==> src/rtl/sra_pkg.sv <==
package sra_pkg;
  localparam int unsigned SRA_DATA_W = 32;

  function automatic int unsigned sra_shift_bits(input int unsigned width);
    return $clog2(width);
  endfunction
endpackage

==> src/rtl/sra_barrel.sv <==
module sra_barrel #(
  parameter int unsigned DATA_W  = sra_pkg::SRA_DATA_W,
  parameter int unsigned SHIFT_W = sra_pkg::sra_shift_bits(DATA_W)
) (
  input  logic [DATA_W-1:0]  value,
  input  logic [SHIFT_W-1:0] shamt,
  input  logic               full_fill,
  output logic [DATA_W-1:0]  shifted
);
  logic              sign_bit;
  logic [DATA_W-1:0] stage [0:SHIFT_W];

  assign sign_bit = value[DATA_W-1];
  assign stage[0] = value;

  // One conditional power-of-two step per count bit, sign filled
  for (genvar k = 0; k < SHIFT_W; k++) begin : g_step
    localparam int unsigned STEP = 1 << k;
    assign stage[k+1] = shamt[k] ? {{STEP{sign_bit}}, stage[k][DATA_W-1:STEP]}
                                 : stage[k];
  end

  assign shifted = full_fill ? {DATA_W{sign_bit}} : stage[SHIFT_W];
endmodule

==> src/rtl/sra_loss_detect.sv <==
module sra_loss_detect #(
  parameter int unsigned DATA_W  = sra_pkg::SRA_DATA_W,
  parameter int unsigned SHIFT_W = sra_pkg::sra_shift_bits(DATA_W)
) (
  input  logic [DATA_W-1:0]  value,
  input  logic [SHIFT_W-1:0] shamt,
  input  logic               full_fill,
  output logic               lost
);
  logic [DATA_W-1:0] drop_mask;

  // drop_mask has a 1 at every position that leaves the word
  for (genvar i = 0; i < DATA_W; i++) begin : g_mask
    localparam logic [SHIFT_W-1:0] IDX = SHIFT_W'(i);
    if (i == DATA_W - 1) begin : g_top
      assign drop_mask[i] = 1'b0;
    end else begin : g_low
      assign drop_mask[i] = full_fill | (IDX < shamt);
    end
  end

  assign lost = value[DATA_W-1] & (|(value & drop_mask));
endmodule

==> src/rtl/sra_carry_unit.sv <==
module sra_carry_unit #(
  parameter int unsigned DATA_W = sra_pkg::SRA_DATA_W
) (
  input  logic              clk,
  input  logic              rst_n,
  input  logic              in_valid,
  input  logic [DATA_W-1:0] in_value,
  input  logic [DATA_W-1:0] in_amount,
  output logic              out_done,
  output logic [DATA_W-1:0] out_result,
  output logic              out_carry
);
  localparam int unsigned SHIFT_W = sra_pkg::sra_shift_bits(DATA_W);

  logic [SHIFT_W-1:0] shamt;
  logic               full_fill;
  logic [DATA_W-1:0]  shifted;
  logic               lost;

  logic [DATA_W-1:0]  result_q, result_d;
  logic               carry_q, carry_d;
  logic               done_q, done_d;

  // only the count bits up to and including the fill bit are decoded
  assign shamt     = in_amount[SHIFT_W-1:0];
  assign full_fill = in_amount[SHIFT_W];

  sra_barrel #(.DATA_W(DATA_W), .SHIFT_W(SHIFT_W)) i_barrel (
    .value     (in_value),
    .shamt     (shamt),
    .full_fill (full_fill),
    .shifted   (shifted)
  );

  sra_loss_detect #(.DATA_W(DATA_W), .SHIFT_W(SHIFT_W)) i_loss (
    .value     (in_value),
    .shamt     (shamt),
    .full_fill (full_fill),
    .lost      (lost)
  );

  always_comb begin
    result_d = result_q;
    carry_d  = carry_q;
    done_d   = in_valid;
    if (in_valid) begin
      result_d = shifted;
      carry_d  = lost;
    end
  end

  always_ff @(posedge clk or negedge rst_n) begin
    if (!rst_n) begin
      result_q <= '0;
      carry_q  <= 1'b0;
      done_q   <= 1'b0;
    end else begin
      result_q <= result_d;
      carry_q  <= carry_d;
      done_q   <= done_d;
    end
  end

  assign out_result = result_q;
  assign out_carry  = carry_q;
  assign out_done   = done_q;

  a_r2_zero_count: assert property (@(posedge clk) disable iff (!rst_n)
    in_valid && (in_amount[SHIFT_W:0] == '0)
    |=> (out_result == $past(in_value)) && !out_carry);

  a_r4_full_fill: assert property (@(posedge clk) disable iff (!rst_n)
    in_valid && in_amount[SHIFT_W]
    |=> out_result == {DATA_W{$past(in_value[DATA_W-1])}});

  a_r5_carry_negative: assert property (@(posedge clk) disable iff (!rst_n)
    out_done && out_carry |-> out_result[DATA_W-1]);

  a_r7_nonneg_no_carry: assert property (@(posedge clk) disable iff (!rst_n)
    in_valid && !in_value[DATA_W-1] |=> !out_carry);

  a_r8_done_follows: assert property (@(posedge clk) disable iff (!rst_n)
    in_valid |=> out_done);

  a_r8_idle_hold: assert property (@(posedge clk) disable iff (!rst_n)
    !in_valid |=> !out_done && $stable(out_result) && $stable(out_carry));
endmodule

==> config.mk <==
export PLATFORM = sky130hd
export DESIGN_NAME = sra_carry_unit
export DESIGN_NICKNAME = d
export VERILOG_FILES = /design/src/rtl/sra_pkg.sv /design/src/rtl/sra_barrel.sv /design/src/rtl/sra_loss_detect.sv /design/src/rtl/sra_carry_unit.sv
export SDC_FILE = /design/constraint.sdc
export NUM_CORES = 1
export LEC_CHECK = 0
export ABC_AREA = 1
export BUFFER_PORTS_ARGS = -buffer_cell sky130_fd_sc_hd__buf_2
export CAP_MARGIN = 20
export CORE_ASPECT_RATIO = 1.4
export CORE_MARGIN = 3
export CORE_UTILIZATION = 35
export CTS_BUF_LIST = sky130_fd_sc_hd__clkbuf_8 sky130_fd_sc_hd__clkbuf_16
export CTS_CLUSTER_DIAMETER = 40
export DETAILED_ROUTE_END_ITERATION = 12
export HOLD_SLACK_MARGIN = 0.06
export SETUP_SLACK_MARGIN = 0.5
export SYNTH_ARGS = -nofsm -noshare
export SYNTH_HDL_FRONTEND = slang
export SYNTH_SLANG_ARGS = --single-unit
==> constraint.sdc <==
create_clock -name clk -period 0.8 [get_ports clk]
set_input_delay 0.16 -clock clk [delete_from_list [all_inputs] [get_ports clk]]
set_output_delay 0.16 -clock clk [all_outputs]
set_load 0.03 [all_outputs]
==> impl_metrics.prom, run 1 <==
# TYPE chip_impl_metric gauge
chip_impl_metric{name="number_of_clock_sinks",unit=""} 34
chip_impl_metric{name="timing.final.ws_setup",unit="ns"} -0.4185
chip_impl_metric{name="post_layout_minimum_cycle_time",unit="ns"} 1.219
chip_impl_metric{name="floorplan.io_pins",unit=""} 101
chip_impl_metric{name="postSynthAreaPerCell",unit="µm²"} 5.660
chip_impl_metric{name="critPathMaxStageDelay",unit="ns"} 0.16
chip_impl_metric{name="power.density_cell_area",unit="nW/µm²"} 1278
chip_impl_metric{name="routed_wirelength",unit="µm"} 15370
chip_impl_info{name="setup.worst_path.start_class",value="primary input"} 1
chip_impl_metric{name="clockBufferDepth",unit=""} 2
chip_impl_metric{name="dp.cells",unit=""} 829
chip_impl_metric{name="clock_skew",unit="ns"} 0
chip_impl_metric{name="syn-instance-count",unit=""} 603
chip_impl_metric{name="final_layout_net_count",unit=""} 827
chip_impl_metric{name="die-height",unit="µm"} 122.8
chip_impl_metric{name="initial_utilization",unit=""} 0.3608
chip_impl_metric{name="detailroute.via_count",unit=""} 4823
chip_impl_metric{name="floorplan.core_area",unit="µm²"} 9459
chip_impl_metric{name="synth_sequential_area_ratio",unit=""} 0.2493
chip_impl_info{name="r2r_start",value="out_result[4]$_DFFE_PN0P_"} 1
chip_impl_metric{name="port_buffers",unit=""} 74
chip_impl_metric{name="proportion_of_register_bits_with_asynchronous_set_or_reset_after_synthesis",unit=""} 1.000
chip_impl_metric{name="detail_route.first_pass.iterations",unit=""} 5
chip_impl_metric{name="yosysUniqueCellTypes",unit=""} 24
chip_impl_metric{name="remaining_antenna_violation_count",unit=""} 0
chip_impl_info{name="crit_path_start",value="in_amount[0]"} 1
chip_impl_metric{name="die_width",unit="µm"} 89.46
chip_impl_metric{name="timing.critical_path.fanout_max",unit=""} 5
chip_impl_info{name="timing.hold.worst.class",value="primary input to asynchronous set/reset pin"} 1
chip_impl_metric{name="synth_enable_flop_cells",unit=""} 0
chip_impl_metric{name="clk_latency",unit="ns"} 0.28
chip_impl_metric{name="wire_per_inst",unit="µm"} 17.65
chip_impl_info{name="critical_path.endpoint_type",value="flip-flop"} 1
chip_impl_metric{name="timing_max_transition_violations_final",unit=""} 0
chip_impl_info{name="criticalPathCategory",value="primary input to flip-flop"} 1
chip_impl_info{name="grt_setup_unrepaired",value="true"} 1
chip_impl_info{name="failed_checks",value="negative hold slack, negative setup slack"} 1
chip_impl_metric{name="timing.final.hold_violations",unit=""} 9
chip_impl_metric{name="fin_tns_setup",unit="ns"} -17.54
chip_impl_metric{name="htree_levels",unit=""} 2
chip_impl_metric{name="critPathArrivalTime",unit="ns"} 1.38
chip_impl_metric{name="worst_path_required_time",unit="ns"} 0.96
chip_impl_metric{name="r2r_slack",unit="ns"} -0.13
chip_impl_metric{name="max_freq",unit="MHz"} 820.7
chip_impl_info{name="synthDominantAreaCellType",value="sky130_fd_sc_hd__nand2_1"} 1
chip_impl_metric{name="setup_violations",unit=""} 66
chip_impl_info{name="root_buffer",value="sky130_fd_sc_hd__clkbuf_16"} 1
chip_impl_info{name="synth.top_cells.by_area",value="sky130_fd_sc_hd__nand2_1, sky130_fd_sc_hd__dfrtp_1, sky130_fd_sc_hd__nand3_1"} 1
chip_impl_metric{name="numCtsBuffers",unit=""} 5
chip_impl_metric{name="total_leakage_power",unit="nW"} 3.075
chip_impl_metric{name="die_area",unit="µm²"} 10990
chip_impl_metric{name="estimated_wirelength_of_the_detail_placed_design",unit="µm"} 10800
chip_impl_metric{name="cts_clk_pin_slew_worst_paths",unit="ns"} 0.05
chip_impl_metric{name="first_iter_violations",unit=""} 349
chip_impl_metric{name="maximum_ir_drop_on_the_vdd_rail",unit="mV"} 0.5759
chip_impl_metric{name="synth.top_cell.area_share",unit=""} 0.2551
chip_impl_metric{name="antenna_cells",unit=""} 0
chip_impl_metric{name="route.detailed.drc",unit=""} 0
chip_impl_metric{name="synth_area",unit="µm²"} 3413
chip_impl_metric{name="mapped_nets",unit=""} 670
chip_impl_metric{name="drv_cap",unit=""} 0
chip_impl_metric{name="final_min_period_over_clock_period",unit=""} 1.523
chip_impl_metric{name="num_rows",unit=""} 42
chip_impl_metric{name="grt_antenna_before_repair",unit=""} 0
chip_impl_metric{name="final_estimated_routing_congestion_in_global_placement",unit=""} 0.9873
chip_impl_metric{name="total_power",unit="W"} 0.008143
chip_impl_metric{name="synthesis.yosys.warnings",unit=""} 0
chip_impl_metric{name="grt_first_pass_wirelength",unit="µm"} 22020
chip_impl_info{name="status",value="finished with violations"} 1
chip_impl_metric{name="grt_usage",unit=""} 0.2607
chip_impl_metric{name="vias_per_cell",unit=""} 5.537
chip_impl_info{name="path_cells",value="buf_12 > buf_16 > buf_12 > buf_16 > nand2_4 > nand3_2 > nand3_2 > nand2_2 > a21oi_2 > nand2_1 > nand2_1 > a21oi_2"} 1
chip_impl_metric{name="timing.hold.ws",unit="ns"} -0.2573
chip_impl_metric{name="fillerInstances",unit=""} 791
chip_impl_metric{name="register_bit_total_from_synthesis",unit=""} 34
chip_impl_metric{name="slew_headroom",unit=""} 0.7788
chip_impl_info{name="tritoncts",value="built"} 1
chip_impl_metric{name="area_delta_synth_final",unit="%"} 86.66
chip_impl_metric{name="drive_above_1_share",unit=""} 0.5703
chip_impl_info{name="slowest_stage",value="sky130_fd_sc_hd__a21oi_2"} 1
chip_impl_metric{name="number_of_global_route_vias_before_repair",unit=""} 4593
chip_impl_metric{name="tightest_slew",unit="ns"} 0.3310
chip_impl_metric{name="grt_start_max_net_pins",unit=""} 31
chip_impl_info{name="yosys_most_used_dff",value="sky130_fd_sc_hd__dfrtp_1"} 1
chip_impl_metric{name="grt.overflow.total",unit=""} 0
chip_impl_metric{name="final_cell_count_no_fill",unit=""} 871
-- sequential cells by signal, indices dropped and copies added (netlist names) --
name	flops
out_carry	1
out_result	32
out_done	1
-- cell families after synthesis --
logic type,after synthesis,share of synthesized area
compound gates,66,0.1023
buf+inv,66,0.1008
flops,34,0.2493
simple gates,437,0.5477
-- final cells by class --
| cell class | instances | area [µm²] | area share |
|---|---|---|---|
| Sequential cell | 34 | 889.6 | 0.1396 |
| Timing Repair inverter | 1 | 16.27 | 0.002553 |
| Clock inverter | 2 | 8.758 | 0.001375 |
| Timing Repair Buffer | 185 | 1798 | 0.2822 |
| Tap cell | 110 | 137.6 | 0.02160 |
| Multi-Input combinational cell | 503 | 3236 | 0.5079 |
| Clock buffer | 6 | 138.9 | 0.02180 |
| Inverter | 30 | 146.4 | 0.02298 |
-- per-layer routing --
metal  vias up  global-route usage  routed length, µm
li1       2292                   -                  -
met1      2275              0.2951               5551
met2       193              0.4608               8174
met3        63             0.02082                572
met4         0              0.1592               1070
met5         -                   0                  0
-- worst paths after layout --
path,endpoint,cells past startpoint
max,out_result[7]$_DFFE_PN0P_,12
min,out_result[22]$_DFFE_PN0P_,1
max reg2reg,out_result[4]$_DFFE_PN0P_,4
min reg2reg,out_result[31]$_DFFE_PN0P_,2
max in group asynchronous,out_result[2]$_DFFE_PN0P_,2
min in group clk,out_done$_DFF_PN0_,2
-- repair_timing --
action                                  CTS  global route
gates resized for setup                 169           159
cloned                                    3             6
buffers inserted                         16             9
endpoints found under the setup margin   68            68
endpoints found under the hold margin    34            10
pin swaps                                39            50
-- synthesized netlist by cell type, types with 2 or more instances --
cell	instances
sky130_fd_sc_hd__dfrtp_1	34
sky130_fd_sc_hd__buf_4	4
sky130_fd_sc_hd__inv_1	26
sky130_fd_sc_hd__o211ai_1	3
sky130_fd_sc_hd__buf_2	19
sky130_fd_sc_hd__nor2_2	6
sky130_fd_sc_hd__nand3_1	141
sky130_fd_sc_hd__nor2_1	46
sky130_fd_sc_hd__a21oi_1	43
sky130_fd_sc_hd__inv_2	3
sky130_fd_sc_hd__clkbuf_1	5
sky130_fd_sc_hd__or2_2	2
sky130_fd_sc_hd__nand4_1	2
sky130_fd_sc_hd__a21oi_2	3
sky130_fd_sc_hd__o21ai_1	5
sky130_fd_sc_hd__buf_6	7
sky130_fd_sc_hd__nand2_2	5
sky130_fd_sc_hd__nand2_1	232
sky130_fd_sc_hd__o21ai_0	12
-- power by group --
| part | total, W | internal (W) | switching (W) |
|---|---|---|---|
| registers | 0.00210 | 0.00195 | 0.000144 |
| logic | 0.00413 | 0.00180 | 0.00233 |
| clock network | 0.00192 | 0.00122 | 0.000698 |
-- critical path: cells and delay by family --
kind	cells	cell delay, ns
buf+inv	4	0.54
simple gates	6	0.48
compound gates	2	0.21
-- metrics by stage --
stage          setup WS [ns]  area, µm²  hold WS, ns  utilization
3_3_place_gp         -0.8120       4529      0.04192       0.4788
5_1_grt              -0.5096       6371      -0.2403       0.6735
6_report             -0.4185       6371      -0.2573       0.6735
4_1_cts              -0.3853       5485      -0.2581       0.5799
2_1_floorplan        -0.3542       3592      -0.1356            -
3_5_place_dp         -0.7950       4529      0.04866       0.4788
-- cell usage in the layout (no fill, tap or decap), types with 2 or more instances in the layout --
cell type / instances
sky130_fd_sc_hd__buf_4: 80
sky130_fd_sc_hd__dfrtp_1: 3
sky130_fd_sc_hd__buf_16: 4
sky130_fd_sc_hd__inv_2: 2
sky130_fd_sc_hd__a21oi_2: 26
sky130_fd_sc_hd__nand3_1: 53
sky130_fd_sc_hd__buf_6: 45
sky130_fd_sc_hd__dfrtp_2: 31
sky130_fd_sc_hd__nand2_4: 15
sky130_fd_sc_hd__a21oi_1: 19
sky130_fd_sc_hd__nand2_1: 160
sky130_fd_sc_hd__nand3_2: 70
sky130_fd_sc_hd__nand3_4: 19
sky130_fd_sc_hd__nand2_2: 59
sky130_fd_sc_hd__clkbuf_16: 9
sky130_fd_sc_hd__nand4_1: 2
sky130_fd_sc_hd__o211ai_1: 3
sky130_fd_sc_hd__o21ai_2: 2
sky130_fd_sc_hd__nand2_8: 3
sky130_fd_sc_hd__buf_2: 36
sky130_fd_sc_hd__nor2_4: 6
sky130_fd_sc_hd__o21ai_1: 8
sky130_fd_sc_hd__inv_1: 26
sky130_fd_sc_hd__buf_12: 12
sky130_fd_sc_hd__buf_8: 4
sky130_fd_sc_hd__nor2_1: 46
sky130_fd_sc_hd__o21ai_0: 7
(Power assumes the default switching activity.)
==> inputs of run 2 (changes only) <==
--- a/config.mk
+++ b/config.mk
@@ -5,15 +5,15 @@
 export SDC_FILE = /design/constraint.sdc
 export NUM_CORES = 1
 export LEC_CHECK = 0
-export ABC_AREA = 1
-export BUFFER_PORTS_ARGS = -buffer_cell sky130_fd_sc_hd__buf_2
+export ABC_AREA = 0
 export CAP_MARGIN = 20
 export CORE_ASPECT_RATIO = 1.4
-export CORE_MARGIN = 3
+export CORE_MARGIN = 2
 export CORE_UTILIZATION = 35
 export CTS_BUF_LIST = sky130_fd_sc_hd__clkbuf_8 sky130_fd_sc_hd__clkbuf_16
 export CTS_CLUSTER_DIAMETER = 40
 export DETAILED_ROUTE_END_ITERATION = 12
+export DONT_BUFFER_PORTS = 1
 export HOLD_SLACK_MARGIN = 0.06
 export SETUP_SLACK_MARGIN = 0.5
 export SYNTH_ARGS = -nofsm -noshare
==> run 2 against run 1 <==
Against the previous run: the run still ends with negative hold slack, negative setup slack left; highest routed layer unchanged; critical path depth fell by 7; routed wire length down 11%; sequential cell count unchanged; clock power down 6%; register-to-register slack gained 0.02 ns; clock skew unchanged; core utilization down 18 points; worst setup slack got worse by 0.12 ns; final area is 16% lower; largest cell class unchanged.
==> impl_metrics.prom, run 2 <==
# TYPE chip_impl_metric gauge
chip_impl_metric{name="synth_area",unit="µm²"} 3923
chip_impl_metric{name="clk_latency",unit="ns"} 0.28
chip_impl_metric{name="estimated_wirelength_of_the_detail_placed_design",unit="µm"} 9798
chip_impl_metric{name="p_switching",unit="W"} 0.002357
chip_impl_info{name="timing.hold.worst.class",value="primary input to asynchronous set/reset pin"} 1
chip_impl_metric{name="initial_utilization",unit=""} 0.3610
chip_impl_metric{name="die_area",unit="µm²"} 12080
chip_impl_metric{name="grt.overflow.total",unit=""} 0
chip_impl_metric{name="remaining_antenna_violation_count",unit=""} 0
chip_impl_metric{name="worst_path_required_time",unit="ns"} 0.95
chip_impl_metric{name="critPathArrivalTime",unit="ns"} 1.49
chip_impl_metric{name="numCtsBuffers",unit=""} 5
chip_impl_info{name="criticalPathCategory",value="primary input to flip-flop"} 1
chip_impl_metric{name="postSynthAreaPerCell",unit="µm²"} 9.273
chip_impl_metric{name="grt_usage",unit=""} 0.2254
chip_impl_metric{name="timing_max_transition_violations_final",unit=""} 0
chip_impl_metric{name="clock_skew",unit="ns"} 0
chip_impl_info{name="setup.worst_path.start_class",value="primary input"} 1
chip_impl_metric{name="synth_simple_gate_area_frac",unit=""} 0.1247
chip_impl_info{name="yosys_most_used_dff",value="sky130_fd_sc_hd__dfrtp_1"} 1
chip_impl_metric{name="clockBufferDepth",unit=""} 2
chip_impl_info{name="yosysMostFrequentCell",value="sky130_fd_sc_hd__nor2_1"} 1
chip_impl_info{name="tritoncts",value="built"} 1
chip_impl_metric{name="synth.top_cell.area_share",unit=""} 0.2169
chip_impl_metric{name="routed_wirelength",unit="µm"} 13640
chip_impl_metric{name="port_buffers",unit=""} 0
chip_impl_metric{name="p_seq_frac",unit=""} 0.296
chip_impl_info{name="root_buffer",value="sky130_fd_sc_hd__clkbuf_16"} 1
chip_impl_metric{name="dp.cells",unit=""} 593
chip_impl_info{name="dominant_combinational_cell_family_by_area_after_synthesis",value="multiplexers"} 1
chip_impl_metric{name="cts_clk_pin_slew_worst_paths",unit="ns"} 0.05
chip_impl_metric{name="power.clock.fraction",unit=""} 0.246
chip_impl_metric{name="synthesis.yosys.warnings",unit=""} 0
chip_impl_metric{name="tightest_slew",unit="ns"} 0.7061
chip_impl_metric{name="vias_per_cell",unit=""} 6.401
chip_impl_info{name="synth.top_cells.by_area",value="sky130_fd_sc_hd__dfrtp_1, sky130_fd_sc_hd__mux4_2, sky130_fd_sc_hd__mux2i_1"} 1
chip_impl_metric{name="grt_antenna_before_repair",unit=""} 0
chip_impl_info{name="synthDominantAreaCellType",value="sky130_fd_sc_hd__dfrtp_1"} 1
chip_impl_info{name="grt_setup_unrepaired",value="true"} 1
chip_impl_metric{name="htree_levels",unit=""} 2
chip_impl_metric{name="timing.hold.ws",unit="ns"} -0.4281
chip_impl_metric{name="final_cell_count_no_fill",unit=""} 619
chip_impl_metric{name="grt_first_pass_wirelength",unit="µm"} 21110
chip_impl_metric{name="synth_sequential_area_ratio",unit=""} 0.2169
chip_impl_metric{name="timing.critical_path.fanout_max",unit=""} 70
chip_impl_metric{name="cellInternalPower",unit="W"} 0.004948
chip_impl_metric{name="final_layout_net_count",unit=""} 544
chip_impl_metric{name="number_of_global_route_vias_before_repair",unit=""} 3835
chip_impl_metric{name="die_width",unit="µm"} 93.47
chip_impl_metric{name="dp_slack",unit="ns"} -0.8179
chip_impl_info{name="critical_path.endpoint_type",value="flip-flop"} 1
chip_impl_metric{name="grt_start_max_net_pins",unit=""} 72
chip_impl_metric{name="synth_xor_xnor_area_share",unit=""} 0
chip_impl_metric{name="proportion_of_register_bits_with_asynchronous_set_or_reset_after_synthesis",unit=""} 1.000
chip_impl_metric{name="die-height",unit="µm"} 129.3
chip_impl_metric{name="fin_tns_setup",unit="ns"} -18.26
chip_impl_metric{name="area_delta_synth_final",unit="%"} 36.49
chip_impl_metric{name="max_freq",unit="MHz"} 745.5
chip_impl_metric{name="number_of_clock_sinks",unit=""} 34
chip_impl_info{name="layout_commonest_cell",value="sky130_fd_sc_hd__buf_4"} 1
chip_impl_metric{name="post_synth_fa_ha_maj_area_fraction",unit=""} 0.002552
chip_impl_metric{name="detailroute.via_count",unit=""} 3962
chip_impl_metric{name="maximum_ir_drop_on_the_vdd_rail",unit="mV"} 0.7634
chip_impl_metric{name="largest_register_ff_count",unit=""} 32
chip_impl_metric{name="synth-compound-area-share",unit=""} 0.2316
chip_impl_metric{name="post_layout_minimum_cycle_time",unit="ns"} 1.341
chip_impl_info{name="synth_top_cells_by_count",value="sky130_fd_sc_hd__nor2_1, sky130_fd_sc_hd__dfrtp_1, sky130_fd_sc_hd__mux4_2"} 1
chip_impl_metric{name="total_power",unit="W"} 0.007305
chip_impl_info{name="failed_checks",value="negative hold slack, negative setup slack"} 1
chip_impl_metric{name="synth_enable_flop_cells",unit=""} 0
chip_impl_metric{name="combPwrFrac",unit=""} 0.458
chip_impl_metric{name="detail_route.first_pass.iterations",unit=""} 4
chip_impl_metric{name="yosysUniqueCellTypes",unit=""} 58
chip_impl_metric{name="num_rows",unit=""} 45
chip_impl_metric{name="slew_headroom",unit=""} 0.5261
chip_impl_metric{name="power.density_cell_area",unit="nW/µm²"} 1364
chip_impl_metric{name="floorplan.core_area",unit="µm²"} 10870
chip_impl_metric{name="syn-instance-count",unit=""} 423
chip_impl_metric{name="timing.final.ws_setup",unit="ns"} -0.5415
chip_impl_metric{name="wire_per_inst",unit="µm"} 22.03
chip_impl_metric{name="drive_above_1_share",unit=""} 0.5084
chip_impl_metric{name="register_bit_total_from_synthesis",unit=""} 34
chip_impl_metric{name="antenna_cells",unit=""} 0
chip_impl_metric{name="timing.final.hold_violations",unit=""} 39
chip_impl_metric{name="first_iter_violations",unit=""} 343
chip_impl_metric{name="mapped_nets",unit=""} 490
chip_impl_info{name="status",value="finished with violations"} 1
chip_impl_metric{name="post_synth_mux_area_share",unit=""} 0.3486
chip_impl_info{name="most-common-layout-cells",value="sky130_fd_sc_hd__buf_4, sky130_fd_sc_hd__nor2_1, sky130_fd_sc_hd__mux4_2"} 1
chip_impl_metric{name="final_min_period_over_clock_period",unit=""} 1.677
chip_impl_metric{name="floorplan.io_pins",unit=""} 101
chip_impl_metric{name="final_estimated_routing_congestion_in_global_placement",unit=""} 0.9262
chip_impl_metric{name="sw_frac_of_total",unit=""} 0.3227
chip_impl_metric{name="total_leakage_power",unit="nW"} 2.039
chip_impl_metric{name="drv_cap",unit=""} 0
chip_impl_metric{name="route.detailed.drc",unit=""} 0
chip_impl_metric{name="setup_violations",unit=""} 66
==> run 2: stage by stage <==
| stage | utilization | area, µm² |
|---|---|---|
| floorplan | - | 4046 |
| global placement | 0.4284 | 4656 |
| detailed placement | 0.4284 | 4656 |
| CTS | 0.4715 | 5124 |
| global route | 0.4927 | 5354 |
| finish | 0.4927 | 5354 |
==> run 2: kinds of logic after synthesis <==
family,Yosys count
AOI/OAI and AO/OA,136
adders and majority gates,1
buffers and inverters,62
DFF,34
muxes,83
and+or+nand+nor,107
==> run 2: per-layer routing <==
metal  up-vias  wire length (µm)  part of all wire  global-route usage
met5         -                 0                 0                   0
met3        40               890             0.065             0.03023
met4         0               680             0.050              0.1202
met2       196              6772              0.50              0.3652
li1       1754                 -                 -                   -
met1      1972              5296              0.39              0.2929
==> run 2: area by class of cell <==
class | count | area (µm²)
Multi-Input combinational cell | 327 | 3110
Sequential cell | 34 | 892.1
Timing Repair Buffer | 95 | 985.9
Fill cell | 998 | 5513
Inverter | 14 | 52.55
Clock inverter | 3 | 11.26
Clock buffer | 5 | 125.1
Tap cell | 141 | 176.4
==> run 2: repair_timing <==
item / in CTS / in global routing
hold endpoints to repair: 61 / 57
setup endpoints to repair: 67 / 67
resized for setup: 66 / 36
pin swaps: 23 / 20
setup buffers: 10 / 8
==> run 2: power by group through the flow <==
stage / registers (W) / clock network [W] / logic, W
6_report: 0.00216 / 0.00180 / 0.00334
5_1_grt: 0.00219 / 0.00191 / 0.00353
4_1_cts: 0.00217 / 0.00182 / 0.00310
3_5_place_dp: 0.00218 / 0 / 0.00274
3_3_place_gp: 0.00218 / 0 / 0.00272
2_1_floorplan: 0.00253 / 0 / 0.00158
==> run 2: final timing paths <==
kind | start | to | slack, ns | cells past startpoint
worst min-delay path | rst_n | out_result[30]$_DFFE_PN0P_ | -0.43 | 0
worst min register to register | out_result[31]$_DFFE_PN0P_ | out_result[31]$_DFFE_PN0P_ | 0.53 | 1
max in group asynchronous | rst_n | out_result[13]$_DFFE_PN0P_ | 1.13 | 0
min in group clk | in_valid | out_done$_DFF_PN0_ | -0.08 | 0
worst max-delay path | in_amount[1] | out_result[8]$_DFFE_PN0P_ | -0.54 | 5
worst max register to register | out_result[7]$_DFFE_PN0P_ | out_result[7]$_DFFE_PN0P_ | -0.11 | 2
==> run 2: worst max-delay path, stage by stage <==
cell,delay [ns]
sky130_fd_sc_hd__mux4_2,0.53
sky130_fd_sc_hd__mux2i_2,0.25
sky130_fd_sc_hd__nor2_1,0.11
sky130_fd_sc_hd__nor4_2,0.29
sky130_fd_sc_hd__o22ai_1,0.12
